===== src/rtl/uart_iid_pkg.sv =====
package uart_iid_pkg;

  typedef enum logic [3:0] {
    IID_NONE    = 4'b0001,
    IID_LINE    = 4'b0110,
    IID_DATA    = 4'b0100,
    IID_TIMEOUT = 4'b1100
  } iidCode_e;

  localparam int ERR_W   = 4;
  localparam int ERR_OVR = 0;
  localparam int ERR_PAR = 1;
  localparam int ERR_FRM = 2;
  localparam int ERR_BRK = 3;

  typedef struct packed {
    logic errClear;
    logic timerRestart;
    logic timerHold;
    logic timerStep;
  } iidStrobe_t;

endpackage


===== src/rtl/uart_iid_ctrl.sv =====
module uart_iid_ctrl
  import uart_iid_pkg::*;
#(
  parameter int CNT_W   = 5,
  parameter int TRIG_L0 = 1,
  parameter int TRIG_L1 = 4,
  parameter int TRIG_L2 = 8,
  parameter int TRIG_L3 = 14
) (
  input  logic [CNT_W-1:0] fifoCount,
  input  logic             fifoPush,
  input  logic             fifoPop,
  input  logic             rbrRead,
  input  logic             lsrRead,
  input  logic             bitTick,
  input  logic [1:0]       trigSel,
  output iidStrobe_t       strobe,
  output logic [CNT_W-1:0] threshold
);

  logic fifoActive;
  logic fifoEmpty;

  assign fifoActive = fifoPush | fifoPop | rbrRead;
  assign fifoEmpty  = (fifoCount == '0);

  always_comb begin
    strobe.errClear     = lsrRead;
    strobe.timerHold    = fifoEmpty;
    strobe.timerRestart = fifoActive;
    strobe.timerStep    = bitTick & ~fifoEmpty & ~fifoActive;
  end

  always_comb begin
    case (trigSel)
      2'b00:   threshold = CNT_W'(TRIG_L0);
      2'b01:   threshold = CNT_W'(TRIG_L1);
      2'b10:   threshold = CNT_W'(TRIG_L2);
      default: threshold = CNT_W'(TRIG_L3);
    endcase
  end

endmodule


===== src/rtl/uart_iid_dpath.sv =====
module uart_iid_dpath
  import uart_iid_pkg::*;
#(
  parameter int CNT_W         = 5,
  parameter int TIMEOUT_TICKS = 40
) (
  input  logic             clk,
  input  logic             rstN,
  input  iidStrobe_t       strobe,
  input  logic [ERR_W-1:0] errIn,
  input  logic [CNT_W-1:0] fifoCount,
  input  logic [CNT_W-1:0] threshold,
  output logic [ERR_W-1:0] errFlags,
  output logic             dataPend,
  output logic             timeoutPend
);

  localparam int TMR_W = $clog2(TIMEOUT_TICKS + 1);
  localparam logic [TMR_W-1:0] TMR_LAST = TMR_W'(TIMEOUT_TICKS - 1);
  localparam logic [TMR_W-1:0] TMR_FULL = TMR_W'(TIMEOUT_TICKS);

  logic [TMR_W-1:0] idleTicks;

  // One sticky flag per error source; a new strobe beats a clear.
  for (genvar g = 0; g < ERR_W; g++) begin : g_err
    always_ff @(posedge clk) begin
      if (!rstN)             errFlags[g] <= 1'b0;
      else if (errIn[g])     errFlags[g] <= 1'b1;
      else if (strobe.errClear) errFlags[g] <= 1'b0;
    end
  end

  always_ff @(posedge clk) begin
    if (!rstN) dataPend <= 1'b0;
    else       dataPend <= (fifoCount >= threshold);
  end

  always_ff @(posedge clk) begin
    if (!rstN) begin
      idleTicks   <= '0;
      timeoutPend <= 1'b0;
    end else if (strobe.timerHold || strobe.timerRestart) begin
      idleTicks   <= '0;
      timeoutPend <= 1'b0;
    end else if (strobe.timerStep && idleTicks != TMR_FULL) begin
      idleTicks <= idleTicks + 1'b1;
      if (idleTicks == TMR_LAST) timeoutPend <= 1'b1;
    end
  end

endmodule


===== src/rtl/uart_iid_prio.sv =====
module uart_iid_prio
  import uart_iid_pkg::*;
(
  input  logic [ERR_W-1:0] errFlags,
  input  logic             dataPend,
  input  logic             timeoutPend,
  output logic [3:0]       intId,
  output logic             irq
);

  iidCode_e code;

  always_comb begin
    if (|errFlags)        code = IID_LINE;
    else if (dataPend)    code = IID_DATA;
    else if (timeoutPend) code = IID_TIMEOUT;
    else                  code = IID_NONE;
  end

  assign intId = code;
  assign irq   = (code != IID_NONE);

endmodule


===== src/rtl/uart_iid_top.sv =====
module uart_iid_top
  import uart_iid_pkg::*;
#(
  parameter int FIFO_DEPTH    = 16,
  parameter int TIMEOUT_TICKS = 40,
  parameter int TRIG_L0       = 1,
  parameter int TRIG_L1       = 4,
  parameter int TRIG_L2       = 8,
  parameter int TRIG_L3       = 14,
  localparam int CNT_W        = $clog2(FIFO_DEPTH + 1)
) (
  input  logic             clk,
  input  logic             rstN,
  input  logic [CNT_W-1:0] fifoCount,
  input  logic             fifoPush,
  input  logic             fifoPop,
  input  logic             errOverrun,
  input  logic             errParity,
  input  logic             errFraming,
  input  logic             errBreak,
  input  logic [1:0]       trigSel,
  input  logic             bitTick,
  input  logic             lsrRead,
  input  logic             rbrRead,
  output logic [3:0]       intId,
  output logic             irq,
  output logic [3:0]       errFlags
);

  iidStrobe_t       strobe;
  logic [CNT_W-1:0] threshold;
  logic [ERR_W-1:0] errIn;
  logic             dataPend;
  logic             timeoutPend;

  always_comb begin
    errIn          = '0;
    errIn[ERR_OVR] = errOverrun;
    errIn[ERR_PAR] = errParity;
    errIn[ERR_FRM] = errFraming;
    errIn[ERR_BRK] = errBreak;
  end

  uart_iid_ctrl #(
    .CNT_W(CNT_W), .TRIG_L0(TRIG_L0), .TRIG_L1(TRIG_L1),
    .TRIG_L2(TRIG_L2), .TRIG_L3(TRIG_L3)
  ) u_ctrl (
    .fifoCount(fifoCount), .fifoPush(fifoPush), .fifoPop(fifoPop),
    .rbrRead(rbrRead), .lsrRead(lsrRead), .bitTick(bitTick),
    .trigSel(trigSel), .strobe(strobe), .threshold(threshold)
  );

  uart_iid_dpath #(
    .CNT_W(CNT_W), .TIMEOUT_TICKS(TIMEOUT_TICKS)
  ) u_dpath (
    .clk(clk), .rstN(rstN), .strobe(strobe), .errIn(errIn),
    .fifoCount(fifoCount), .threshold(threshold), .errFlags(errFlags),
    .dataPend(dataPend), .timeoutPend(timeoutPend)
  );

  uart_iid_prio u_prio (
    .errFlags(errFlags), .dataPend(dataPend), .timeoutPend(timeoutPend),
    .intId(intId), .irq(irq)
  );

endmodule


===== config.mk =====
export PLATFORM = sky130hd
export DESIGN_NAME = uart_iid_top
export DESIGN_NICKNAME = d
export VERILOG_FILES = /design/src/rtl/uart_iid_pkg.sv /design/src/rtl/uart_iid_ctrl.sv /design/src/rtl/uart_iid_dpath.sv /design/src/rtl/uart_iid_prio.sv /design/src/rtl/uart_iid_top.sv
export SDC_FILE = /design/constraint.sdc
export NUM_CORES = 1
export LEC_CHECK = 0
export ABC_AREA = 1
export BUFFER_PORTS_ARGS = -buffer_cell sky130_fd_sc_hd__clkbuf_2
export CORE_MARGIN = 1.5
export CORE_UTILIZATION = 47
export DETAILED_ROUTE_END_ITERATION = 10
export PLACE_DENSITY = 0.78
export SLEW_MARGIN = 40
export SYNTH_ARGS = -nofsm -noshare
export SYNTH_HDL_FRONTEND = slang
export SYNTH_SLANG_ARGS = --single-unit
export TNS_END_PERCENT = 20

===== constraint.sdc =====
create_clock -name clk -period 1.3 [get_ports clk]
set_input_delay 0 -clock clk [delete_from_list [all_inputs] [get_ports clk]]
set_output_delay 0 -clock clk [all_outputs]
set_load 0.005 [all_outputs]

==> flow_metrics.env <==
export IMPL_finalCriticalPeriod_ps=1270
export IMPL_syn_area_um2=737
export IMPL_die_area_um2=1810
export IMPL_initial_core_util_pct=49.5
export IMPL_cts_buffers=3
export IMPL_postLayoutCoreUtil_pct=70.0
export IMPL_num_io_pins=27
export IMPL_die_x_um=42.6
export IMPL_synth_ff_latch_count=12
export IMPL_period_share_pct=97.6
export IMPL_dp_hpwl_mm=1.31
export IMPL_finalSetupTns_ps=0
export IMPL_grt_pass1_wl_mm=2.96
export IMPL_setup_viol=0
export IMPL_p_leak_uw=0.000493
export IMPL_crit_path_frequent_cell="nand2_2"
export IMPL_fillerInstances=120
export IMPL_synthTopCellsByCount="nand2_1, inv_1, nor2_1, dfxtp_1, a21oi_1"
export IMPL_drc=0
export IMPL_cts_tree="done"
export IMPL_htree_levels=1
export IMPL_drive_above_1_share_pct=38.3
export IMPL_reg2regPathDepth=9
export IMPL_antenna_found_initial=0
export IMPL_max_clock_path_buffers=2
export IMPL_slew_violations=0
export IMPL_place_congestion=0.812
export IMPL_synthDistinctLibCells=15
export IMPL_clockPowerShare_pct=36.4
export IMPL_clk_latency_ps=270
export IMPL_muxShareOfSynthArea_pct=0
export IMPL_yosys_area_share_xor_xnor_pct=3.57
export IMPL_cap_violations=0
export IMPL_yosysWarnings=0
export IMPL_critPathMaxStageDelay_ps=340
export IMPL_hold_viol_final=0
export IMPL_required_ps=1500
export IMPL_switchingPower_uw=207
export IMPL_critPathSlowestCell="dfxtp_2"
export IMPL_synth_main_ff_cell="dfxtp_1"
export IMPL_placedCellCount=157
export IMPL_io_buffer_count=26
export IMPL_die_h_um=42.6
export IMPL_sw_frac_of_total_pct=25.2
export IMPL_antennaDiodeCount=0
export IMPL_synth_top_family_by_area="simple AND/OR/NAND/NOR gates"
export IMPL_path_cells="inv_2, ha_4, nand2_2, inv_2, nand3_2, nand2_2, nor2_4, nand2_2, a21oi_2"
export IMPL_worst_path_dominant_cell_family="simple AND/OR/NAND/NOR gates"
export IMPL_synth_fa_ha_area_share_pct=10.2
export IMPL_multi_input_area_um2=475
export IMPL_synth_edff_count=0
export IMPL_p_per_area_nw_per_um2=789
export IMPL_power_frac_seq_pct=47.0
export IMPL_status="complete, no violations"
export IMPL_syn_num_nets=136
export IMPL_synthSimpleGateAreaFrac_pct=34.0
export IMPL_crit_cells=9
export IMPL_ir_drop_mv=0.393
export IMPL_syn_to_final_growth_pct=41.4
export IMPL_p_int_uw=615
export IMPL_cts_sinks=12
export IMPL_post_drt_wl_per_cell_um=10.4
export IMPL_critPathLaunch="u_dpath.idleTicks[0]"
export IMPL_yosysTopAreaCell="dfxtp_1"
export IMPL_yosysMostFrequentCell="nand2_1"
export IMPL_finalNetCount=174
export IMPL_r2r_end="u_dpath.timeoutPend"
export IMPL_fmax_ghz=0.788
export IMPL_async_reset_ff_share_pct=0
export IMPL_rows=14
export IMPL_grt_start_max_net_pins=8
export IMPL_r2r_slack_ps=30
export IMPL_end_kind="flip-flop"
export IMPL_vias=801
export IMPL_synth_cells=112
export IMPL_firstDrtPassIters=4
export IMPL_maxSlewHeadroom_pct=76.0
export IMPL_synth_area_leaders="dfxtp_1, nand2_1, ha_1"
export IMPL_cts_reportedPaths_clkPinSlew_ps=80
export IMPL_first_iter_violations=17
export IMPL_ant_nets=0
export IMPL_clockRootBuffer="clkbuf_4"
export IMPL_synth_compound_gate_area_share_pct=9.51
export IMPL_finalNonFillerCells=165
export IMPL_worst_clock_skew_ps=6.81
export IMPL_cp_num_buf_inv=2
export IMPL_regArea_um2=243
export IMPL_ys_seq_area_share_pct=32.6
export IMPL_core_area_um2=1490
export IMPL_vias_per_cell=4.85
export IMPL_reg2reg_from="u_dpath.idleTicks[0]"
export IMPL_path_class="flip-flop to flip-flop"
export IMPL_grt_pass1_vias=772
export IMPL_wl_mm=1.72
export IMPL_critPathLaunchType="flip-flop"
export IMPL_arrival_ps=1470
export IMPL_tightest_slew_ps=360
export IMPL_rsz0062_at_grt="yes"
export IMPL_endpoint="u_dpath.timeoutPend"
export IMPL_cp_max_fo=6
export IMPL_p_comb_share_pct=16.6
export IMPL_cts_setup_buffers=0
export IMPL_p_total_uw=822
export IMPL_grt_total_usage_pct=21.2
export IMPL_syn_area_per_cell_um2=6.58
export IMPL_synth_top_cell_area_share_pct=32.6
export IMPL_hold_path_class="input port to flip-flop"
export IMPL_grt_overflow=0
## logic make-up after synthesis
family | after synthesis
XOR/XNOR | 3
adder cells (fa/ha/maj) | 6
buffers and inverters | 20
AND/OR/NAND/NOR | 57
flip-flops | 12
AO/OA/AOI/OAI | 14
## what timing repair did
action,in CTS,in global routing
pin swaps,2,13
endpoints found under the setup margin,1,9
endpoints found under the hold margin,4,0
gates resized for setup,3,17
hold buffers,4,0
## cells in the final DEF (no fill, tap or decap)
cell type / count
clkbuf_2: 26
nor2_1: 19
nand2_1: 18
inv_1: 16
dfxtp_1: 10
nand2_2: 7
a21oi_1: 6
nand3_1: 5
a21oi_2: 5
inv_2: 4
ha_1: 4
dlygate4sd3_1: 4
nor3_1: 3
o21ai_0: 3
xor2_1: 3
clkbuf_4: 3
buf_4: 3
nand3_2: 2
dfxtp_2: 2
nor3_2: 1
nor2_4: 1
nand4_1: 1
ha_4: 1
ha_2: 1
clkbuf_8: 1
## worst min-delay path by stage
stage | startpoint | to | slack [ps] | depth (start not counted)
floorplan | errOverrun | u_dpath.errFlags[0] | 120 | 2
global placement | errBreak | u_dpath.errFlags[3] | 210 | 3
detailed placement | errFraming | u_dpath.errFlags[2] | 210 | 3
CTS | rstN | u_dpath.errFlags[2] | 40 | 3
global route | bitTick | u_dpath.idleTicks[0] | 60 | 4
finish | rstN | u_dpath.errFlags[3] | 40 | 3
## metrics by stage
stage / hold slack, ps / worst slack, ps / cell area (um^2)
floorplan: 117 / 105 / 737
global route: 63.1 / -59.7 / 1040
CTS: 36.5 / 11.5 / 993
detailed placement: 212 / 14.2 / 910
finish: 42.6 / 30.7 / 1040
global placement: 206 / 101 / 910
## flip-flops by register name, indices dropped and copies added (netlist names)
signal,cells
u_dpath.errFlags,4
u_dpath.timeoutPend,1
u_dpath.idleTicks,6
u_dpath.dataPend,1
## cell type report
cell class | instances | area share [%]
multi-input cells | 80 | 45.6
flip-flops and latches | 12 | 23.3
repair buffers | 33 | 18.5
inverters | 20 | 7.20
clock buffers | 4 | 3.48
well taps | 16 | 1.92
## routing by layer
layer  routed length (um)  global-route usage, %
met1                  786                   23.5
met2                  868                   38.8
met3                   46                   2.16
met4                   21                   11.9
met5                    0                      0
## worst register-to-register path, delay by kind of cell (launching register included)
kind / cells / cell delay (ps)
and+or+nand+nor: 5 / 480
DFF: 1 / 340
AOI/OAI and AO/OA: 1 / 130
adders and majority gates: 1 / 150
buffers and inverters: 2 / 80
## power groups by stage
stage / sequential, uW / clock [uW] / combinational [uW]
2_1_floorplan: 395 / 0 / 61.1
3_3_place_gp: 394 / 0 / 119
3_5_place_dp: 395 / 0 / 124
4_1_cts: 386 / 305 / 134
5_1_grt: 388 / 317 / 156
6_report: 386 / 299 / 137
(Power assumes the default switching activity.)
